$ cat src/rtl/bsc_pkg.sv
package bsc_pkg;
    typedef enum logic [1:0] {
        RX_IDLE = 2'd0,
        RX_WAIT = 2'd1,
        RX_ACK  = 2'd2
    } rx_state_e;
endpackage

$ cat src/rtl/bsc_send_pick.sv
module bsc_send_pick #(
    parameter int WIDTH  = 16,
    parameter int N_SEND = 3
) (
    input  logic                    clk,
    input  logic                    rst_n,
    input  logic [N_SEND-1:0]       valid,
    input  logic [N_SEND*WIDTH-1:0] data,
    output logic                    wr,
    output logic [WIDTH-1:0]        word,
    output logic                    collide
);
    localparam int CNT_W = $clog2(N_SEND + 1);

    logic [N_SEND-1:0] grant;
    logic [CNT_W-1:0]  cnt;
    logic              hit;

    // lowest index wins; count every poster to spot collisions
    always_comb begin
        grant = '0;
        word  = '0;
        cnt   = '0;
        hit   = 1'b0;
        for (int i = 0; i < N_SEND; i++) begin
            if (valid[i]) begin
                cnt = cnt + CNT_W'(1);
                if (!hit) begin
                    grant[i] = 1'b1;
                    word     = data[i*WIDTH +: WIDTH];
                    hit      = 1'b1;
                end
            end
        end
    end

    assign wr      = hit;
    assign collide = (cnt > CNT_W'(1));


    grant_onehot_chk: assert property (@(posedge clk) disable iff (!rst_n)
        $onehot0(grant));

    grant_when_posted_chk: assert property (@(posedge clk) disable iff (!rst_n)
        (|valid) |-> ($countones(grant) == 1));
endmodule

$ cat src/rtl/bsc_slot_store.sv
module bsc_slot_store #(
    parameter int WIDTH  = 16,
    parameter int N_RECV = 3
) (
    input  logic              clk,
    input  logic              rst_n,
    input  logic              wr,
    input  logic [WIDTH-1:0]  wr_word,
    input  logic              collide,
    input  logic [N_RECV-1:0] consume,
    input  logic              clr,
    output logic [WIDTH-1:0]  slot_word,
    output logic [N_RECV-1:0] unread,
    output logic              ovr
);
    logic [WIDTH-1:0]  slot_q;
    logic [N_RECV-1:0] unread_q, unread_d;
    logic              ovr_q, ovr_d, lost;

    assign lost = wr && (collide || (|(unread_q & ~consume)));

    always_comb begin
        for (int i = 0; i < N_RECV; i++) begin
            if (wr)
                unread_d[i] = 1'b1;
            else if (consume[i])
                unread_d[i] = 1'b0;
            else
                unread_d[i] = unread_q[i];
        end
        if (lost)
            ovr_d = 1'b1;
        else if (clr)
            ovr_d = 1'b0;
        else
            ovr_d = ovr_q;
    end

    always_ff @(posedge clk) begin
        if (!rst_n) begin
            slot_q   <= '0;
            unread_q <= '0;
            ovr_q    <= 1'b0;
        end else begin
            if (wr)
                slot_q <= wr_word;
            unread_q <= unread_d;
            ovr_q    <= ovr_d;
        end
    end

    assign slot_word = slot_q;
    assign unread    = unread_q;
    assign ovr       = ovr_q;


    post_marks_unread_chk: assert property (@(posedge clk) disable iff (!rst_n)
        wr |=> (&unread_q));

    post_stores_word_chk: assert property (@(posedge clk) disable iff (!rst_n)
        wr |=> (slot_q == $past(wr_word)));

    loss_sets_flag_chk: assert property (@(posedge clk) disable iff (!rst_n)
        lost |=> ovr_q);

    flag_sticky_chk: assert property (@(posedge clk) disable iff (!rst_n)
        (ovr_q && !clr) |=> ovr_q);
endmodule

$ cat src/rtl/bsc_rx_fsm.sv
module bsc_rx_fsm
    import bsc_pkg::*;
#(
    parameter int WIDTH = 16
) (
    input  logic             clk,
    input  logic             rst_n,
    input  logic             req,
    input  logic             unread,
    input  logic [WIDTH-1:0] slot_word,
    output logic             consume,
    output logic             ack,
    output logic [WIDTH-1:0] data
);
    rx_state_e        state_q, state_d;
    logic [WIDTH-1:0] data_q;

    always_comb begin
        state_d = state_q;
        unique case (state_q)
            RX_IDLE: if (req) state_d = unread ? RX_ACK : RX_WAIT;
            RX_WAIT: begin
                if (!req)        state_d = RX_IDLE;
                else if (unread) state_d = RX_ACK;
            end
            RX_ACK:  state_d = RX_IDLE;
            default: state_d = RX_IDLE;
        endcase
    end

    always_ff @(posedge clk) begin
        if (!rst_n) begin
            state_q <= RX_IDLE;
            data_q  <= '0;
        end else begin
            state_q <= state_d;
            if (consume)
                data_q <= slot_word;
        end
    end

    always_comb begin
        consume = (state_q != RX_ACK) && (state_d == RX_ACK);
        ack     = (state_q == RX_ACK);
        data    = data_q;
    end


    ack_one_cycle_chk: assert property (@(posedge clk) disable iff (!rst_n)
        ack |=> !ack);

    take_then_ack_chk: assert property (@(posedge clk) disable iff (!rst_n)
        consume |=> ack);

    no_take_without_unread_chk: assert property (@(posedge clk) disable iff (!rst_n)
        consume |-> (unread && req));
endmodule

$ cat src/rtl/bcast_slot_chan.sv
module bcast_slot_chan #(
    parameter int WIDTH  = 16,
    parameter int N_SEND = 3,
    parameter int N_RECV = 3
) (
    input  logic                    clk,
    input  logic                    rst_n,
    input  logic [N_SEND-1:0]       snd_valid,
    input  logic [N_SEND*WIDTH-1:0] snd_data,
    input  logic                    ovr_clr,
    input  logic [N_RECV-1:0]       rcv_req,
    output logic [N_RECV-1:0]       rcv_ack,
    output logic [N_RECV*WIDTH-1:0] rcv_data,
    output logic                    ovr_flag
);
    logic              wr, collide;
    logic [WIDTH-1:0]  wr_word, slot_word;
    logic [N_RECV-1:0] unread, consume;

    bsc_send_pick #(.WIDTH(WIDTH), .N_SEND(N_SEND)) u_pick (
        .clk     (clk),
        .rst_n   (rst_n),
        .valid   (snd_valid),
        .data    (snd_data),
        .wr      (wr),
        .word    (wr_word),
        .collide (collide)
    );

    bsc_slot_store #(.WIDTH(WIDTH), .N_RECV(N_RECV)) u_store (
        .clk       (clk),
        .rst_n     (rst_n),
        .wr        (wr),
        .wr_word   (wr_word),
        .collide   (collide),
        .consume   (consume),
        .clr       (ovr_clr),
        .slot_word (slot_word),
        .unread    (unread),
        .ovr       (ovr_flag)
    );

    for (genvar g = 0; g < N_RECV; g++) begin : g_rx
        bsc_rx_fsm #(.WIDTH(WIDTH)) u_rx (
            .clk       (clk),
            .rst_n     (rst_n),
            .req       (rcv_req[g]),
            .unread    (unread[g]),
            .slot_word (slot_word),
            .consume   (consume[g]),
            .ack       (rcv_ack[g]),
            .data      (rcv_data[g*WIDTH +: WIDTH])
        );
    end
endmodule

$ cat config.mk
export PLATFORM = sky130hd
export DESIGN_NAME = bcast_slot_chan
export DESIGN_NICKNAME = d
export VERILOG_FILES = /design/src/rtl/bsc_pkg.sv /design/src/rtl/bsc_send_pick.sv /design/src/rtl/bsc_slot_store.sv /design/src/rtl/bsc_rx_fsm.sv /design/src/rtl/bcast_slot_chan.sv
export SDC_FILE = /design/constraint.sdc
export NUM_CORES = 1
export LEC_CHECK = 0
export BUFFER_PORTS_ARGS = -buffer_cell sky130_fd_sc_hd__buf_2
export CORE_AREA = 3 3 79 81
export DETAILED_ROUTE_END_ITERATION = 8
export DIE_AREA = 0 0 82 84
export GPL_TIMING_DRIVEN = 1
export PLACE_DENSITY_LB_ADDON = 0.08
export SYNTH_ARGS = -nofsm -noshare
export SYNTH_HDL_FRONTEND = slang
export SYNTH_SLANG_ARGS = --single-unit
export TNS_END_PERCENT = 50
$ cat constraint.sdc
create_clock -name clk -period 2.6 [get_ports clk]
set_clock_uncertainty 0.15 [all_clocks]
set_input_delay 0.26 -clock clk [delete_from_list [all_inputs] [get_ports clk]]
set_output_delay 0.26 -clock clk [all_outputs]
set_load 0.1 [all_outputs]
==> results.txt, run 1 <==
- After the first detailed-routing iteration, the DRC count stood at 136.
* Synth warn: 0
* Number of core rows: 27
* I/O Buffers: 108
- Summed over all cells, the static leakage comes to 1.59 nW.
- Ratio of cells with drive above 1 in the final layout: 32.1%
- Summed over all instances, the cell type with the most area after synthesis is sky130_fd_sc_hd__dfxtp_1.
- The internal power of the cells totals about 2 mW.
- In this run the number of cells on the critical path is 2.
- The net count of the finished layout is 479.
- The number of cells on the worst reg-to-reg path is 3.
- The final route contains 2608 vias.
- Relative slew slack: 41.8%
- The min-delay analysis places its worst path in the category input port to flip-flop.
- The flow ran to the end, and the final reports show no timing, DRC or antenna violations.
- Biggest area contributors in the synthesized netlist: sky130_fd_sc_hd__dfxtp_1 50%, sky130_fd_sc_hd__nand2_1 12%, sky130_fd_sc_hd__a21boi_0 11%
* Slew at the pin closest to its max-slew limit: 0.873 ns
* Number of routed nets with antenna violations: 0
* Pin count of the biggest net entering global routing: 62
- Number of DRC violations after detailed routing: 0
- The clock period could shrink to about 1.7 ns.
- After clock tree synthesis, the flow added hold-fix buffers numbering 0.
* Final worst-path setup slack: between 0.8 and 0.9 ns
* Cell Area, Synth: a little under 0.003 sq mm
- After synthesis the netlist holds a flip-flop and latch count of 74.
* Global-route congestion overflow total: 0
* Standard cell area after detailed placement: 0.00348 sq mm
- In this run the count of I/O pins placed on the die edge is 109.
- Switching power: between 0.8 and 0.9 mW
* H-tree levels: 3
* Share of synthesized flip-flops with an asynchronous set or reset: 0%
* Clock root buffer: sky130_fd_sc_hd__clkbuf_8
- Of the total power, the share spent switching nets is between 20 and 30%.
- Core occupancy in the finished layout: 67.1%
* Number of instances resized during post-cts repair: 0
- After detailed routing, the average wire length per cell comes to approximately 15 um.
- Slowest library cell on the worst path: sky130_fd_sc_hd__buf_2
- Following the worst setup path forward leads to its endpoint at rcv_ack[1].
* Ys flop type: sky130_fd_sc_hd__dfxtp_1
* Worst setup startpoint: g_rx[1].u_rx.state_q[1]
- Core area: between 0.005 and 0.006 sq mm
* CP peak stage delay: 0.43 ns
- Max FO, Critical Path: 5
* Fillcell total: 472
- Synthesis instantiated 32 different standard cells from the library.
- Share of total power in combinational logic: 16.7%
- The worst register-to-register path ends at g_rx[1].u_rx.data[6].
- The HPWL after detailed placement is 5.14 mm.
* Clock edge transition at the registers on the reported setup and hold paths: approximately 0.080 ns
* Number of antenna violations at the first check in global routing: 0
* Peak ir drop on the vdd network: 0.428 mV
* Clock latency on the worst-skew pair: 0.34 ns
- Effective utilization at floorplan: 53.7%
* Longest Clk Path Bufs: 2
* Via count of the first global-routing pass: 2541
- PwrDens: about 740 mW/mm^2
- The die is 82 um wide.
* Sequential share of power: 44.8%
* Leading cell type in the layout, fill and taps excluded: sky130_fd_sc_hd__buf_2
- Routability-driven placement finished with a final weighted congestion of 0.779.
* Number of flops mapped to enable cells by yosys: 0
- Broken down by cell family, the worst path's largest delay share belongs to buffers and inverters.
- TNS Setup: 0 ns
- GRT Util Overall: 22.1%
- Leading cell types in the layout, fill and taps excluded: 108 x sky130_fd_sc_hd__buf_2, 97 x sky130_fd_sc_hd__nand2_1, 74 x sky130_fd_sc_hd__dfxtp_1
* CP Launch Type: flip-flop
- Slew Viols, Final: 0
* Post-synth top area share: 49.8%
- Dividing the final minimum period by the clock period gives 66.0%.
* Worst setup slack after placement: 0.803 ns
* Worst path arrival time: around 1.3 ns
- Path type of the worst setup path: flip-flop to primary output
- The clock network accounts for 38.5% of the total power.
- Y dimension of the die: 84 um
- The finished cells cover 0.00372 sq mm.
- Antenna diode count: 0
* Sequential share of the synthesized area: about 50%
* Area of the die: 0.00689 sq mm
* Max cap viols: 0
- After detailed routing, the number of vias per cell comes to between 5 and 6.
* Setup repair after global routing missed its margin: false
* Final Hold Violating Endpoints: 0
- Final routed wirelength across all metal layers: ~7.4 mm
* 1st-pass router iterations: 4
* TritonCTS buffer count: 9
- Clock tree synthesis found a total of 74 sinks.
- STA classifies the critical path endpoint as a primary output.
- For the worst setup path, the data required time is 2.19 ns.
- Global-route wire length before repair: 11.9 mm
* Total nets after synthesis: 386
- Once the clock tree was built, the setup fixing pass inserted 0 buffers.
* Gate Count Post-Synth: 329
* Number of buffers and inverters on the critical path: 1
- Cells along the critical path: nor2b_1 -> buf_2
- A synthesized cell averages between 9 and 10 sq um.
- The startpoint identified for the worst register-to-register timing path is u_store.unread[1].
- TritonCTS clock tree: yes
- Across all register-to-register paths, the minimum setup slack is between 1 and 1.5 ns.
- For this run, the top clock speed supported by timing is 583 MHz.
- Setup violations remaining at the end of the flow were counted as 0.
- Syn-to-layout area delta: 25.0%
-- final cells by class --
| type | instances | area (sq um) | area share (%) |
|---|---|---|---|
| Multi-Input combinational cell | 225 | 1330 | 35.8 |
| Timing Repair Buffer | 110 | 568 | 15.3 |
| Sequential cell | 74 | 1480 | 39.8 |
| Clock buffer | 9 | 124 | 3.33 |
| Tap cell | 72 | 90.1 | 2.42 |
| Inverter | 2 | 7.51 | 0.202 |
| Clock inverter | 7 | 118 | 3.16 |
-- routing by layer --
layer  GRT usage [%]  share of wire, %  vias to the layer above
met5               0                 0                        -
met4            5.89              0.26                        0
met3            6.48               8.2                        2
met2            33.4                46                       91
met1            30.7                45                     1191
li1                -                 -                     1324
-- power groups by stage --
stage	logic, mW	registers [mW]	clock network [mW]
after floorplan	0.166	1.45	0
after global placement	0.458	1.26	0
after detailed placement	0.464	1.26	0
after CTS	0.466	1.24	1.09
after global routing	0.494	1.25	1.13
final	0.463	1.24	1.06
-- registers in the layout, indices dropped and copies added, names as in the netlist --
signal	count
u_store.slot_word	16
u_store.unread	3
g_rx.u_rx.data	48
g_rx.u_rx.state_q	6
u_store.ovr	1
-- cells by family after synthesis --
family | after synthesis | synth area share [%]
buffers and inverters | 30 | 5.47
and+or+nand+nor | 122 | 18.0
DFF | 74 | 49.8
AOI/OAI and AO/OA | 102 | 26.4
adders and majority gates | 1 | 0.336
-- worst min-delay path: stages --
cell	delay (ns)
sky130_fd_sc_hd__buf_2	0.07
sky130_fd_sc_hd__nand2b_1	0.11
sky130_fd_sc_hd__a31oi_1	0.08
-- worst min path at each step --
stage | cells past startpoint | endpoint | startpoint
global placement | 2 | g_rx[1].u_rx.data[1] | g_rx[1].u_rx.data[1]
global route | 3 | u_store.slot_word[11] | snd_data[27]
detailed placement | 2 | g_rx[1].u_rx.data[0] | g_rx[1].u_rx.data[0]
finish | 3 | u_store.ovr | ovr_clr
CTS | 3 | u_store.ovr | ovr_clr
floorplan | 1 | g_rx[0].u_rx.state_q[0] | u_store.unread[0]
-- through the flow --
step | hold WS, ns | power [mW] | instances
2_1_floorplan | 0.280 | 1.62 | 329
3_3_place_gp | 0.290 | 1.72 | 483
3_5_place_dp | 0.296 | 1.73 | 483
4_1_cts | 0.0562 | 2.79 | 499
5_1_grt | 0.0729 | 2.87 | 499
6_report | 0.0655 | 2.77 | 499
-- cells in the mapped netlist (3+ instances only) --
library cell and instances:
sky130_fd_sc_hd__nand2_1 97, sky130_fd_sc_hd__dfxtp_1 74, sky130_fd_sc_hd__a21boi_0 42, sky130_fd_sc_hd__clkbuf_1 10, sky130_fd_sc_hd__a21boi_1 7, sky130_fd_sc_hd__o22ai_1 16, sky130_fd_sc_hd__a21oi_1 18, sky130_fd_sc_hd__buf_4 3
sky130_fd_sc_hd__nand2b_1 4, sky130_fd_sc_hd__nor2b_1 6, sky130_fd_sc_hd__buf_2 11, sky130_fd_sc_hd__o221ai_2 10, sky130_fd_sc_hd__nand3b_1 3, sky130_fd_sc_hd__o221ai_1 6, sky130_fd_sc_hd__and3b_1 3
No activity file was read; power rests on OpenSTA's default activity.
==> run 2, diff against run 1 <==
--- a/config.mk
+++ b/config.mk
@@ -6,9 +6,9 @@
 export NUM_CORES = 1
 export LEC_CHECK = 0
 export BUFFER_PORTS_ARGS = -buffer_cell sky130_fd_sc_hd__buf_2
-export CORE_AREA = 3 3 79 81
+export CORE_AREA = 3 3 82 84
 export DETAILED_ROUTE_END_ITERATION = 8
-export DIE_AREA = 0 0 82 84
+export DIE_AREA = 0 0 85 87
 export GPL_TIMING_DRIVEN = 1
 export PLACE_DENSITY_LB_ADDON = 0.08
 export SYNTH_ARGS = -nofsm -noshare
==> constraint.sdc (replaced) <==
create_clock -name clk -period 1.65 [get_ports clk]
set_clock_uncertainty 0.15 [all_clocks]
set_input_delay 0.165 -clock clk [delete_from_list [all_inputs] [get_ports clk]]
set_output_delay 0.165 -clock clk [all_outputs]
set_load 0.1 [all_outputs]
==> results.txt, run 2 (synthesized netlist as in run 1, its figures left out) <==
- The run finished with clean final reports.
- Internal: 3.23 mW
- In this run the critical register-to-register path is captured at u_store.slot_word[12].
- Core area: 0.00599 sq mm
- Number of routed nets with antenna violations: 0
* Area of the die: 0.00740 sq mm
* DRC violation total after the first TritonRoute iteration: just under 100
* Global-route wire length before repair: 13.1 mm
- Maximum clock frequency: 640 MHz
- The initial antenna violation count was 0.
* Routed wire length per instance: 14.6 um
* Relative slew slack: 65.5%
- Net total in the final layout: 529
* Type of destination of the critical path: flip-flop
- Clock edge transition at the registers on the reported setup and hold paths: 0.08 ns
- 109 I/O pins were placed.
- The H-tree was split into 3 levels.
* Switching power: 1.30 mW
- Clock sink total: 74
- Routability congestion estimate: 0.728
- The number of global-route vias before repair came to 2748.
* Reg-to-reg setup timing slack: 0.19 ns
- TritonCTS clock tree: yes
* Clock Power Share: between 30% and 40%
* Final routed wirelength across all metal layers: 8.08 mm
- Core occupancy in the finished layout: 70.6%
- Startpoint of the lowest-slack hold path: snd_data[32]
- Peak ir drop on the vdd network: 0.574 mV
- The count of final max-slew check failures came to 0.
* Class of the worst hold path: input port to flip-flop
* Routed via count: approximately 2800
* Post-route fraction of the period consumed by the critical path: between 90% and 100%
- Counting the fill cells in the layout gives between 400 and 500.
- Of the total power, the share spent switching nets is 28.6%.
- Slew at the pin closest to its max-slew limit: 0.516 ns
- From bottom edge to top edge, the die measures 87 um.
- Data required time at the worst endpoint: 1.73 ns
* Die W: 85 um
* Number of flip-flops under the largest register name: between 40 and 50
- Vias/cell: 5.12
* Longest Clk Path Bufs: 2
- In the final layout, the share of cells above drive strength 1 is 30.8%.
* Pin count of the biggest net entering global routing: 51
- In this run the tool buffered the top-level ports with 108 buffer cells.
* Leading cell type in the layout, fill and taps excluded: sky130_fd_sc_hd__buf_2
- Worst hold path cell count: 3
- Leakage component of the power: 1.83 nW
* Final Hold Violating Endpoints: 0
* GRT Util Overall: 22.6%
- For the final routed database, the setup TNS stands at 0 ns.
- Number of DRC violations after detailed routing: 0
- For the worst setup path, the data arrival time is 1.65 ns.
- CTS placed an instance of sky130_fd_sc_hd__clkbuf_8 at the clock tree root.
- Setup violations remaining at the end of the flow were counted as 0.
- Worst reg2reg path startpoint: u_store.slot_word[12]
* Post-DP HPWL: 5.24 mm
- The slowest stage of the critical path is the sky130_fd_sc_hd__dlygate4sd3_1 cell.
- In this run the core area contains 28 standard-cell rows.
- In this run the post-CTS setup repair buffer count came out at 0.
- Worst R2R Path Depth: 3
- By startpoint and endpoint, the worst setup path is classified as input port to flip-flop.
- In this run the power density over the cells is 1070 mW/mm^2.
* Fin crit period: 1.56 ns
- 1st-pass router iterations: 4
- The largest single stage delay on the critical path is 0.56 ns.
- Max FO, Critical Path: 18
- The initial utilization of the core area, before any placement, comes to 49.7%.
- Hold timing on the final database bottoms out at a slack of about 0.0047 ns.
* Cells along the critical path: buf_2 -> or3_1 -> buf_6 -> o221ai_2 -> a21oi_1 -> dlygate4sd3_1
- STA classifies the critical path startpoint as an input port.
- Setup repair after global routing missed its margin: false
- The later pin in the worst-skew pair is clocked with a latency of about 0.34 ns.
- The repair_antennas step left the layout with diodes totalling 0.
- Syn-to-layout area delta: 42.2%
- Global-route congestion overflow total: 0
* Max cap viols: 0
- The number of buffers and inverters on the critical path is 3.
- Leading cell types in the layout, fill and taps excluded: 106 x sky130_fd_sc_hd__buf_2, 97 x sky130_fd_sc_hd__nand2_1, 74 x sky130_fd_sc_hd__dfxtp_1
- Share of total power in combinational logic: 18.7%
- The path with the worst hold slack has its endpoint at u_store.slot_word[0].
- Sequential share of power: approximately 43%
- Kind of cell adding the most delay to the critical path: buffers and inverters
* TritonCTS buffer count: 9
## run 2: cell types whose count changed in the layout (fill, tap and decap cells not counted), sizes merged
| cell | change |
|---|---|
| dlygate4sd3 | +40 |
| buf | +8 |
| clkbuf | +4 |
| clkinv | -2 |
## run 2: stage by stage
stage	setup WS (ns)	cell area (sq um)	cells	total power [mW]
global route	0.0277	4230	552	4.70
CTS	0.0403	4220	552	4.55
detailed placement	0.215	3570	496	2.75
global placement	0.271	3570	496	2.74
finish	0.0876	4230	552	4.53
floorplan	0.00632	2980	329	2.55
## run 2: repair_timing
action                                  4_1_cts  5_1_grt
endpoints found under the hold margin        16        0
resized for setup                             0        3
endpoints found under the setup margin        0        3
hold buffers                                 40        0
## run 2: worst reg2reg max path, delay by kind of cell, from the launching register on
| kind | cells | cell delay (ns) |
|---|---|---|
| flip-flops | 1 | 0.44 |
| buffers and inverters | 1 | 0.57 |
| AO/OA/AOI/OAI | 2 | 0.26 |
## run 2: area by class of cell
class | instances | area (sq um) | share of cell area, %
tap | 75 | 93.8 | 2.22
timing repair buffer | 160 | 1060 | 25.2
multi-input combinational | 225 | 1330 | 31.5
inverter | 2 | 7.51 | 0.177
clock buffer | 11 | 151 | 3.58
sequential | 74 | 1480 | 35.0
clock inverter | 5 | 100 | 2.37
## run 2: power groups by stage
stage | clock network, mW | registers [mW] | logic, mW
floorplan | 0 | 2.29 | 0.262
global placement | 0 | 1.99 | 0.750
detailed placement | 0 | 1.99 | 0.758
CTS | 1.75 | 1.95 | 0.840
global route | 1.83 | 1.96 | 0.902
finish | 1.73 | 1.95 | 0.845
## run 2: layer usage
layer  GRT usage (%)  routed length, um
met1            30.7               3700
met2            34.5               3740
met3            5.68                510
met4            8.78                127
met5               0                  0
## run 2: worst max path at each step
stage	depth (start not counted)	startpoint	slack, ns	endpoint
4_1_cts	2	g_rx[2].u_rx.state_q[1]	0.04	rcv_ack[2]
2_1_floorplan	3	u_store.ovr	0.006	u_store.ovr
3_3_place_gp	5	snd_valid[2]	0.27	u_store.slot_word[0]
3_5_place_dp	5	snd_valid[2]	0.22	u_store.slot_word[0]
5_1_grt	6	snd_valid[2]	0.03	u_store.slot_word[12]
6_report	6	snd_valid[2]	0.09	u_store.slot_word[12]
==> run 3, diff against run 2 <==
--- a/config.mk
+++ b/config.mk
@@ -5,10 +5,11 @@
 export SDC_FILE = /design/constraint.sdc
 export NUM_CORES = 1
 export LEC_CHECK = 0
+export ABC_AREA = 1
 export BUFFER_PORTS_ARGS = -buffer_cell sky130_fd_sc_hd__buf_2
-export CORE_AREA = 3 3 82 84
+export CORE_AREA = 3 3 81 83
 export DETAILED_ROUTE_END_ITERATION = 8
-export DIE_AREA = 0 0 85 87
+export DIE_AREA = 0 0 84 86
 export GPL_TIMING_DRIVEN = 1
 export PLACE_DENSITY_LB_ADDON = 0.08
 export SYNTH_ARGS = -nofsm -noshare
==> results.txt, run 3 <==
- The run finished with clean final reports.
- Area of the multi-input gates: 0.00116 sq mm
* Routed via count: approximately 2900
- Clock tree synthesis found a total of 74 sinks.
* Slew Viols, Final: 0
- Y dimension of the die: 86 um
- Peak ir drop on the vdd network: 0.646 mV
- The initial utilization of the core area, before any placement, comes to 47.8%.
- The analysis attributes to net switching a power of approximately 1.6 mW.
- The count of buffers added on input and output ports is 108.
- Max FO, Critical Path: 19
- Core occupancy in the finished layout: 66.4%
- Worst setup slack after placement: approximately 0.19 ns
- Fillcell total: approximately 540
* Via count of the first global-routing pass: around 2600
- Final worst-path setup slack: 0.0628 ns
- Clock Power Share: around 30%
* Internal: roughly 2.9 mW
* Routed wire length per instance: 13.2 um
* Number of buffers inserted to repair setup after CTS: 0
* Clock root buffer: sky130_fd_sc_hd__clkbuf_8
- For this run, the number of Yosys warnings is 0.
- For this design the static power due to leakage is 1.86 nW.
- 1st-pass router iterations: 4
- Gate Count Post-Synth: 363
* Area taken by flip-flops and latches: 0.00148 sq mm
* Count of different cell masters after synthesis: 25
- For the pin with the worst max-slew slack, the measured transition is 0.528 ns.
- Max cap viols: 0
* Core area: 0.00592 sq mm
- Of the total power, the share spent switching nets is 35.8%.
- Pin placement for this block handled around 110 I/O pins.
* Setup repair after global routing missed its margin: false
- Clock-pin slew was measured on the worst setup and hold paths at 0.07 ns.
* Number of flip-flops under the largest register name: 48
* Post-synth top area share: a little over half
- Final Hold Violating Endpoints: 0
- Fin crit period: 1.59 ns
- Number of antenna violations at the first check in global routing: 0
* Syn-to-layout area delta: 38.7%
- After detailed routing, the total wire length is 7.69 mm.
- Leaving out fill and tap cells, the most frequent cells in the layout are 106 x sky130_fd_sc_hd__buf_2, 102 x sky130_fd_sc_hd__nor2_1, 74 x sky130_fd_sc_hd__dfxtp_1.
- At the end of the flow, the number of nets in the layout was 560.
* Final Instance Count excl. Fillers: 583
* Share of total power in combinational logic: 26.2%
- Flip-flop and latch count after synthesis: 74
* Class of the worst hold path: input port to flip-flop
* Global-route congestion overflow total: 0
- Of all cell types, the one taking the most synthesized area is sky130_fd_sc_hd__dfxtp_1.
- Total nets after synthesis: 420
* Maximum clock frequency: 630 MHz
* H-tree levels: 3
- Post-route fraction of the period consumed by the critical path: 96.2%
- Number of routed nets with antenna violations: 0
- Ratio of cells with drive above 1 in the final layout: 26.8%
* Share of synthesized flip-flops with an asynchronous set or reset: 0%
- Data required time at the worst endpoint: between 1.5 and 2 ns
* Relative slew slack: 64.8%
- The congestion estimate from routability-driven global placement came to 0.788.
- Sorting the synthesized cells by area gives the leading types as sky130_fd_sc_hd__dfxtp_1 52%, sky130_fd_sc_hd__nor2_1 14%, sky130_fd_sc_hd__o21ai_0 12%.
- Worst path arrival time: 1.71 ns
- Die W: between 80 and 90 um
* Leading cell type in the layout, fill and taps excluded: sky130_fd_sc_hd__buf_2
* Clock latency on the worst-skew pair: 0.34 ns
- Inst Count DP: 530
- TritonCTS clock tree: yes
- In this run the deepest clock path goes through 2 buffers.
- Sequential share of the synthesized area: 52.3%
- sky130_fd_sc_hd__nor2_1 is the most common cell in the netlist.
- Area of the die: 0.00722 sq mm
- Summed over all failing endpoints, the final setup total negative slack is 0 ns.
- STA classifies the critical path endpoint as a flip-flop.
* GRT Util Overall: 21.5%
- Global-route wire length before repair: 12.3 mm
* Commonest cells in the netlist: 102 x sky130_fd_sc_hd__nor2_1, 74 x sky130_fd_sc_hd__dfxtp_1, 68 x sky130_fd_sc_hd__o21ai_0
- Sequential share of power: about 44%
- Path type of the worst setup path: input port to flip-flop
- Pin count of the biggest net entering global routing: 35
- Number of DRC violations after detailed routing: 0
- In this run the core area contains 28 standard-cell rows.
- The worst setup path is launched from an input port.
- The repair_antennas step left the layout with diodes totalling 0.
- In the synthesized netlist the dominant register cell turns out to be sky130_fd_sc_hd__dfxtp_1.
- Cell Area, Synth: 0.00283 sq mm
* Average cell area after synthesis: 7.80 sq um
- The HPWL after detailed placement is 5.27 mm.
- Vias/cell: roughly 4.9
* Worst hold-check slack: 0.0462 ns
- In this run, the number of DRC markers left after iteration 0 of detailed routing was roughly 150.
- Setup violations remaining at the end of the flow were counted as 0.
- Number of flops mapped to enable cells by yosys: 0
- TritonCTS created 9 clock buffers.
* PwrDens: 1150 mW/mm^2
==> run 3: layout make-up <==
type | instances | area share (%)
Multi-Input combinational cell | 254 | 29.5
Inverter | 13 | 1.43
Sequential cell | 74 | 37.7
Clock buffer | 13 | 3.53
Tap cell | 75 | 2.39
Timing Repair Buffer | 151 | 24.5
Clock inverter | 3 | 1.02
==> run 3: cell families (layout without fill, tap and decap cells) <==
logic type	Yosys count	count (layout)	synth area share, %
flops	74	74	52.3
compound gates	102	102	19.0
buf+inv	35	180	6.80
simple gates	152	152	21.9
==> run 3: stage by stage <==
step	instance area (sq um)	power, mW
2_1_floorplan	2830	2.91
3_3_place_gp	3370	3.12
3_5_place_dp	3370	3.14
4_1_cts	3920	4.52
5_1_grt	3930	4.70
6_report	3930	4.51
==> run 3: routing by layer <==
metal | GRT usage (%) | share of wire, % | wire, um
met1 | 28.5 | 46 | 3560
met2 | 33.2 | 45 | 3500
met3 | 7.01 | 7.4 | 568
met4 | 7.16 | 0.86 | 66
met5 | 0 | 0 | 0
==> run 3: worst max-delay path, stage by stage <==
cell,delay (ns)
sky130_fd_sc_hd__clkbuf_4,0.24
sky130_fd_sc_hd__nor2_8,0.20
sky130_fd_sc_hd__nand2_4,0.16
sky130_fd_sc_hd__inv_8,0.15
sky130_fd_sc_hd__a21oi_1,0.06
sky130_fd_sc_hd__a31oi_1,0.15
sky130_fd_sc_hd__dlygate4sd3_1,0.58
==> run 3: repair_timing <==
action	in CTS	in global routing
hold buffers	37	0
gates resized for setup	0	4
endpoints found under the setup margin	0	12
endpoints found under the hold margin	21	0
==> run 3: worst paths after layout <==
kind	end	slack, ns	cells past startpoint	startpoint
worst max-delay path	u_store.slot_word[1]	0.06	7	snd_valid[0]
worst min-delay path	u_store.unread[2]	0.05	3	rst_n
worst max register to register	u_store.slot_word[8]	0.18	3	u_store.slot_word[8]
worst min register to register	g_rx[0].u_rx.state_q[0]	0.30	1	g_rx[0].u_rx.state_q[1]
==> run 3: power by group through the flow <==
stage | clock (mW) | combinational (mW) | sequential, mW
after CTS | 1.35 | 1.18 | 2.00
final | 1.33 | 1.18 | 2.00
after global placement | 0 | 1.09 | 2.03
after global routing | 1.44 | 1.25 | 2.01
after floorplan | 0 | 0.301 | 2.61
after detailed placement | 0 | 1.10 | 2.04
